==> src/rtl/i2c_mtx_pkg.sv <==
package i2c_mtx_pkg;
  typedef enum logic [3:0] {
    ST_IDLE,
    ST_START,
    ST_HOLD,
    ST_BLO,
    ST_BHI,
    ST_ALO,
    ST_AHI,
    ST_PLO,
    ST_PHI,
    ST_PEND
  } mst_state_e;
endpackage

==> src/rtl/i2c_mtx_timer.sv <==
module i2c_mtx_timer #(
  parameter int DIV_W = 8
) (
  input  logic             clk_i,
  input  logic             rst_ni,
  input  logic             run_i,
  input  logic [DIV_W-1:0] div_i,
  output logic             tick_o
);
  logic [DIV_W-1:0] cnt_q;

  // >= keeps a mid-phase divider change from wrapping the counter
  assign tick_o = run_i && (cnt_q >= div_i);

  always_ff @(posedge clk_i or negedge rst_ni) begin
    if (!rst_ni)               cnt_q <= '0;
    else if (!run_i || tick_o) cnt_q <= '0;
    else                       cnt_q <= cnt_q + 1'b1;
  end
endmodule

==> src/rtl/i2c_mtx_shift.sv <==
module i2c_mtx_shift #(
  parameter int DATA_W = 8,
  parameter int BC_W   = $clog2(DATA_W)
) (
  input  logic              clk_i,
  input  logic              rst_ni,
  input  logic              load_i,
  input  logic              shift_i,
  input  logic [DATA_W-1:0] data_i,
  input  logic [BC_W-1:0]   bc_i,
  output logic              bit_o,
  output logic              last_o
);
  localparam int REM_W = BC_W + 1;

  logic [DATA_W-1:0] sr_q;
  logic [REM_W-1:0]  rem_q;
  logic [REM_W-1:0]  len;

  assign len    = (bc_i == '0) ? REM_W'(DATA_W) : REM_W'(bc_i);
  assign bit_o  = sr_q[DATA_W-1];
  assign last_o = (rem_q == REM_W'(1));

  always_ff @(posedge clk_i or negedge rst_ni) begin
    if (!rst_ni) begin
      sr_q  <= '0;
      rem_q <= '0;
    end else if (load_i) begin
      // left-align the low len bits so the MSB path is fixed
      sr_q  <= data_i << (REM_W'(DATA_W) - len);
      rem_q <= len;
    end else if (shift_i) begin
      sr_q  <= {sr_q[DATA_W-2:0], 1'b0};
      rem_q <= rem_q - 1'b1;
    end
  end
endmodule

==> src/rtl/i2c_mtx_ctrl.sv <==
module i2c_mtx_ctrl
  import i2c_mtx_pkg::*;
(
  input  logic clk_i,
  input  logic rst_ni,
  input  logic start_i,
  input  logic stop_i,
  input  logic we_i,
  input  logic ack_en_i,
  input  logic tick_i,
  input  logic last_i,
  input  logic bit_i,
  input  logic sda_i,
  output logic run_o,
  output logic load_o,
  output logic shift_o,
  output logic scl_o,
  output logic sda_o,
  output logic pending_o,
  output logic irq_o,
  output logic lrb_o,
  output logic err_o
);
  mst_state_e state_q, state_d;
  logic ack_q, irq_q, lrb_q, err_q;
  logic done;

  always_comb begin
    state_d = state_q;
    load_o  = 1'b0;
    shift_o = 1'b0;
    done    = 1'b0;
    unique case (state_q)
      ST_IDLE:  if (start_i) state_d = ST_START;
      ST_START: if (tick_i) state_d = ST_HOLD;
      ST_HOLD: begin
        if (we_i) begin
          state_d = ST_BLO;
          load_o  = 1'b1;
        end else if (stop_i) begin
          state_d = ST_PLO;
        end
      end
      ST_BLO:   if (tick_i) state_d = ST_BHI;
      ST_BHI: begin
        if (tick_i) begin
          if (!last_i) begin
            state_d = ST_BLO;
            shift_o = 1'b1;
          end else if (ack_q) begin
            state_d = ST_ALO;
          end else begin
            state_d = ST_HOLD;
            done    = 1'b1;
          end
        end
      end
      ST_ALO:   if (tick_i) state_d = ST_AHI;
      ST_AHI: begin
        if (tick_i) begin
          state_d = ST_HOLD;
          done    = 1'b1;
        end
      end
      ST_PLO:   if (tick_i) state_d = ST_PHI;
      ST_PHI:   if (tick_i) state_d = ST_PEND;
      ST_PEND:  if (tick_i) state_d = ST_IDLE;
      default:  state_d = ST_IDLE;
    endcase
  end

  always_ff @(posedge clk_i or negedge rst_ni) begin
    if (!rst_ni) begin
      state_q <= ST_IDLE;
      ack_q   <= 1'b0;
      irq_q   <= 1'b0;
      lrb_q   <= 1'b0;
      err_q   <= 1'b0;
    end else begin
      state_q <= state_d;
      irq_q   <= done;
      if (load_o) ack_q <= ack_en_i;
      if (state_q == ST_AHI && tick_i) lrb_q <= sda_i;
      if (we_i && !load_o) err_q <= 1'b1;
    end
  end

  assign run_o     = !(state_q inside {ST_IDLE, ST_HOLD});
  assign pending_o = state_q inside {ST_BLO, ST_BHI, ST_ALO, ST_AHI};
  assign scl_o     = state_q inside {ST_IDLE, ST_START, ST_BHI, ST_AHI, ST_PHI, ST_PEND};

  always_comb begin
    unique case (state_q)
      ST_IDLE, ST_PEND, ST_ALO, ST_AHI: sda_o = 1'b1;
      ST_BLO, ST_BHI:                   sda_o = bit_i;
      default:                          sda_o = 1'b0;
    endcase
  end

  assign irq_o = irq_q;
  assign lrb_o = lrb_q;
  assign err_o = err_q;
endmodule

==> src/rtl/i2c_mtx.sv <==
module i2c_mtx #(
  parameter int DATA_W = 8,
  parameter int DIV_W  = 8,
  localparam int BC_W  = $clog2(DATA_W)
) (
  input  logic              clk_i,
  input  logic              rst_ni,
  input  logic [DIV_W-1:0]  div_i,
  input  logic [BC_W-1:0]   bit_cnt_i,
  input  logic              ack_en_i,
  input  logic              start_i,
  input  logic              stop_i,
  input  logic              data_we_i,
  input  logic [DATA_W-1:0] data_i,
  input  logic              sda_i,
  output logic              scl_o,
  output logic              sda_o,
  output logic              pending_o,
  output logic              irq_o,
  output logic              lrb_o,
  output logic              err_o
);
  logic run, tick, load, shift, tx_bit, last_bit;

  i2c_mtx_timer #(.DIV_W(DIV_W)) u_timer (
    .clk_i  (clk_i),
    .rst_ni (rst_ni),
    .run_i  (run),
    .div_i  (div_i),
    .tick_o (tick)
  );

  i2c_mtx_shift #(.DATA_W(DATA_W), .BC_W(BC_W)) u_shift (
    .clk_i   (clk_i),
    .rst_ni  (rst_ni),
    .load_i  (load),
    .shift_i (shift),
    .data_i  (data_i),
    .bc_i    (bit_cnt_i),
    .bit_o   (tx_bit),
    .last_o  (last_bit)
  );

  i2c_mtx_ctrl u_ctrl (
    .clk_i     (clk_i),
    .rst_ni    (rst_ni),
    .start_i   (start_i),
    .stop_i    (stop_i),
    .we_i      (data_we_i),
    .ack_en_i  (ack_en_i),
    .tick_i    (tick),
    .last_i    (last_bit),
    .bit_i     (tx_bit),
    .sda_i     (sda_i),
    .run_o     (run),
    .load_o    (load),
    .shift_o   (shift),
    .scl_o     (scl_o),
    .sda_o     (sda_o),
    .pending_o (pending_o),
    .irq_o     (irq_o),
    .lrb_o     (lrb_o),
    .err_o     (err_o)
  );
endmodule

==> config.mk <==
export PLATFORM = sky130hd
export DESIGN_NAME = i2c_mtx
export DESIGN_NICKNAME = d
export VERILOG_FILES = /design/src/rtl/i2c_mtx_pkg.sv /design/src/rtl/i2c_mtx_timer.sv /design/src/rtl/i2c_mtx_shift.sv /design/src/rtl/i2c_mtx_ctrl.sv /design/src/rtl/i2c_mtx.sv
export SDC_FILE = /design/constraint.sdc
export NUM_CORES = 1
export LEC_CHECK = 0
export ABC_AREA = 1
export BUFFER_PORTS_ARGS = -buffer_cell sky130_fd_sc_hd__buf_2
export CORE_ASPECT_RATIO = 0.75
export CORE_UTILIZATION = 61
export CTS_BUF_LIST = sky130_fd_sc_hd__clkbuf_8 sky130_fd_sc_hd__clkbuf_16
export DETAILED_ROUTE_END_ITERATION = 10
export PLACE_DENSITY = 0.85
export RECOVER_POWER = 100
export SLEW_MARGIN = 20
export SYNTH_ARGS = -nofsm -noshare
export SYNTH_HDL_FRONTEND = slang
export SYNTH_HIERARCHICAL = 1
export SYNTH_SLANG_ARGS = --single-unit
export TNS_END_PERCENT = 1
==> constraint.sdc <==
create_clock -name clk_i -period 6.19 [get_ports clk_i]
set_input_delay 1.238 -clock clk_i [delete_from_list [all_inputs] [get_ports clk_i]]
set_output_delay 1.238 -clock clk_i [all_outputs]
set_load 0.005 [all_outputs]
==> run_results.csv <==
group,metric,value,unit
setup_path,worstPathMaxFanout,11,
clock_tree,root_buffer,"clkbuf_8",
sta,fmax,0.317,GHz
sta,hold_viol,0,
placement,place_congestion,0.902,
grt,grt_max_degree,29,
sta,layout_setup_ws,3.04,ns
finish,fin_area,2310,sq um
route,drt_first_pass_iters,5,
grt,grt_pass1_wl,7.13,mm
logic_synthesis,synth_top_cell_by_area,"dfrtp_1",
logic_synthesis,synth-seq-area-share,33.0,%
clock_tree,cts_setup_buffers,0,
sta,finalMaxSlewViolations,0,
logic_synthesis,netlist.area_leader.share,33.0,%
sta,setup_violations,0,
sta,clock_skew,0.00442,ns
route,vias,1988,
power,peakVddDrop,0.285,mV
setup_path,crit_type,"in -> reg",
route,antenna_left,0,
grt,grt_pass1_vias,1666,
logic_synthesis,avgSynthCellArea,6.84,sq um
setup_path,startpoint_type,"input port",
logic_synthesis,syn_area,2120,sq um
sta,rsz0062_at_grt,"false",
clock_tree,post_cts_resized,0,
floorplanning,dieHeight,53.1,um
clock_tree,cts_max_level,1,
route,wl,4.23,mm
logic_synthesis,synthTopCellsByArea,"dfrtp_1 (33%), nand2_1 (17%), inv_1 (7.4%)",
setup_path,critPathArrivalTime,3.34,ns
sta,period_share,50.9,%
setup_path,end_kind,"flop",
logic_synthesis,yosysWarnings,6,
clock_tree,clkTransAtPathRegs,0.09,ns
grt,antenna_found_initial,0,
finish,syn_to_final_growth,8.85,%
logic_synthesis,syn_inst,310,
logic_synthesis,syn_nets,348,
placement,dpl.hpwl,3.42,mm
floorplanning,die_width,70.1,um
clock_tree,cts_buffer_depth,2,
clock_tree,cts_made_buffers,3,
floorplanning,start_util,64.1,%
finish,n_antenna_cell,0,
clock_tree,cts_tree,"built",
run,maxCapViolCount,0,
power,power_density,369,nW/um^2
sta,tightest_slew,1.46,ns
placement,post_dp_cell_area,2290,sq um
power,p_leak,1.29,nW
route,post_drt_wl_per_cell,11.1,um
placement,dp_slack,2.73,ns
finish,nets,381,
finish,final_core_utilization,69.7,%
floorplanning,io_pins,32,
finish,layout-drive-gt1-share,14.0,%
grt,overflow,0,
clock_tree,cts.sinks,28,
floorplanning,core-area,3310,sq um
grt,grt_usage,24.6,%
clock_tree,worstSkewPairLatency,0.27,ns
sta,relSlewSlack,2.45,%
floorplanning,std_cell_rows,18,
route,drc,0,
run_status,outcome,"finished, final reports clean",
logic_synthesis,ys_seq_elements,28,
clock_tree,ctsHoldBuffers,0,
sta,finalSetupTns,0,ns
floorplanning,die_area,3720,sq um
route,vias_per_cell,5.20,
setup_path,required,6.38,ns
logic_synthesis,ys_types,31,
worst_hold_path,worstHoldPathType,"reg -> reg",
route,drt_iter0_markers,153,
placement,portBuffers,31,
sta,fin_crit,3.15,ns
[through the flow]
step	hold slack (ns)	total power [W]	cells
after floorplan	0.447	0.000652	310
after global placement	0.439	0.000749	378
after detailed placement	0.443	0.000759	378
after CTS	0.466	0.000872	382
after global routing	0.495	0.000939	382
final	0.458	0.000853	382
[cells in the mapped netlist]
| cell type | n |
|---|---|
| inv_1 | 42 |
| nor3_1 | 2 |
| nand2_2 | 3 |
| o31ai_1 | 2 |
| xnor2_1 | 2 |
| nor2_4 | 5 |
| buf_6 | 3 |
| nor2_2 | 6 |
| a31oi_1 | 2 |
| or2_0 | 1 |
| nor3_2 | 1 |
| o21ai_1 | 2 |
| nand3_2 | 1 |
| dfrtp_1 | 28 |
| nand3_1 | 27 |
| ha_1 | 12 |
| a21o_1 | 2 |
| inv_2 | 6 |
| nand4_4 | 1 |
| o22ai_1 | 1 |
| o21ai_0 | 14 |
| a22oi_1 | 1 |
| nand2_1 | 96 |
| o211ai_1 | 1 |
| xor2_1 | 4 |
| nand4_1 | 1 |
| a21oi_1 | 9 |
| or2_2 | 1 |
| nor2_1 | 32 |
| a21oi_2 | 1 |
| nand3b_1 | 1 |
[logic make-up (layout without fill, tap and decap cells)]
group | after synthesis | count (layout) | synth area share, %
AO/OA/AOI/OAI | 35 | 35 | 9.32
XOR/XNOR | 6 | 6 | 2.48
adder cells (fa/ha/maj) | 12 | 12 | 7.08
buffers and inverters | 51 | 83 | 10.1
flip-flops | 28 | 28 | 33.0
AND/OR/NAND/NOR | 178 | 178 | 38.0
[critical path, cell delays in order]
cell	delay, ns
buf_2	0.07
inv_1	0.03
ha_1	0.28
nand2_1	0.07
nor2_1	0.13
nand2_1	0.09
nand3_1	0.09
nand2_1	0.05
inv_1	0.08
inv_1	0.08
nor3_1	0.50
nor2_4	0.09
inv_1	0.27
o22ai_1	0.11
a31oi_1	0.16
[cell type report]
class	count	area, sq um
Multi-Input combinational cell	231	1170
Timing Repair Buffer	31	149
Tap cell	40	50.0
Inverter	48	180
Sequential cell	28	701
Fill cell	316	1000
Clock buffer	4	55.1
[flip-flops by register name, summed over array words and instances (netlist names)]
| name | count |
|---|---|
| u_timer/cnt_q | 8 |
| u_shift/rem_q | 4 |
| u_ctrl/lrb_o | 1 |
| u_ctrl/state_q | 4 |
| u_shift/sr_q | 8 |
| u_ctrl/irq_o | 1 |
| u_ctrl/err_o | 1 |
| u_ctrl/ack_q | 1 |
[power breakdown]
group	internal, W	switching, W	total (W)
clock network	0.0000569	0.0000529	0.000110
registers	0.000248	0.0000595	0.000308
logic	0.000159	0.000276	0.000435
total	0.000464	0.000388	0.000853
[placed cells by master, fill, tap and decap left out, drive strengths merged]
cell type,synthesis,layout
nand2,99,99
inv,48,48
nor2,43,43
dfrtp,28,28
nand3,28,28
buf,3,26
o21ai,16,16
ha,12,12
a21oi,10,10
clkbuf,0,9
xor2,4,4
nor3,3,3
a21o,2,2
a31oi,2,2
o31ai,2,2
nand4,2,2
xnor2,2,2
or2,2,2
o211ai,1,1
a22oi,1,1
o22ai,1,1
nand3b,1,1
[path summary, 6_finish.rpt]
kind                                      to  cells after the start  slack (ns)              from
max in group asynchronous  u_ctrl/state_q[0]                      1        4.04            rst_ni
hold / removal                  u_ctrl/err_o                      1        0.46      u_ctrl/err_o
setup reg to reg            u_shift/rem_q[1]                     13        3.66  u_timer/cnt_q[5]
min in group asynchronous   u_timer/cnt_q[7]                      1        1.30            rst_ni
setup / recovery            u_shift/rem_q[1]                     15        3.04          div_i[7]
hold reg to reg                 u_ctrl/err_o                      1        0.46      u_ctrl/err_o
[per-layer routing]
layer	part of all wire (%)	GRT usage, %	up-vias
li1	-	-	1045
met1	50	35.4	890
met2	43	39.4	51
met3	6.4	5.52	2
met4	0.28	3.00	0
met5	0	0	-
Note: power is estimated with default switching activity, not from simulation.
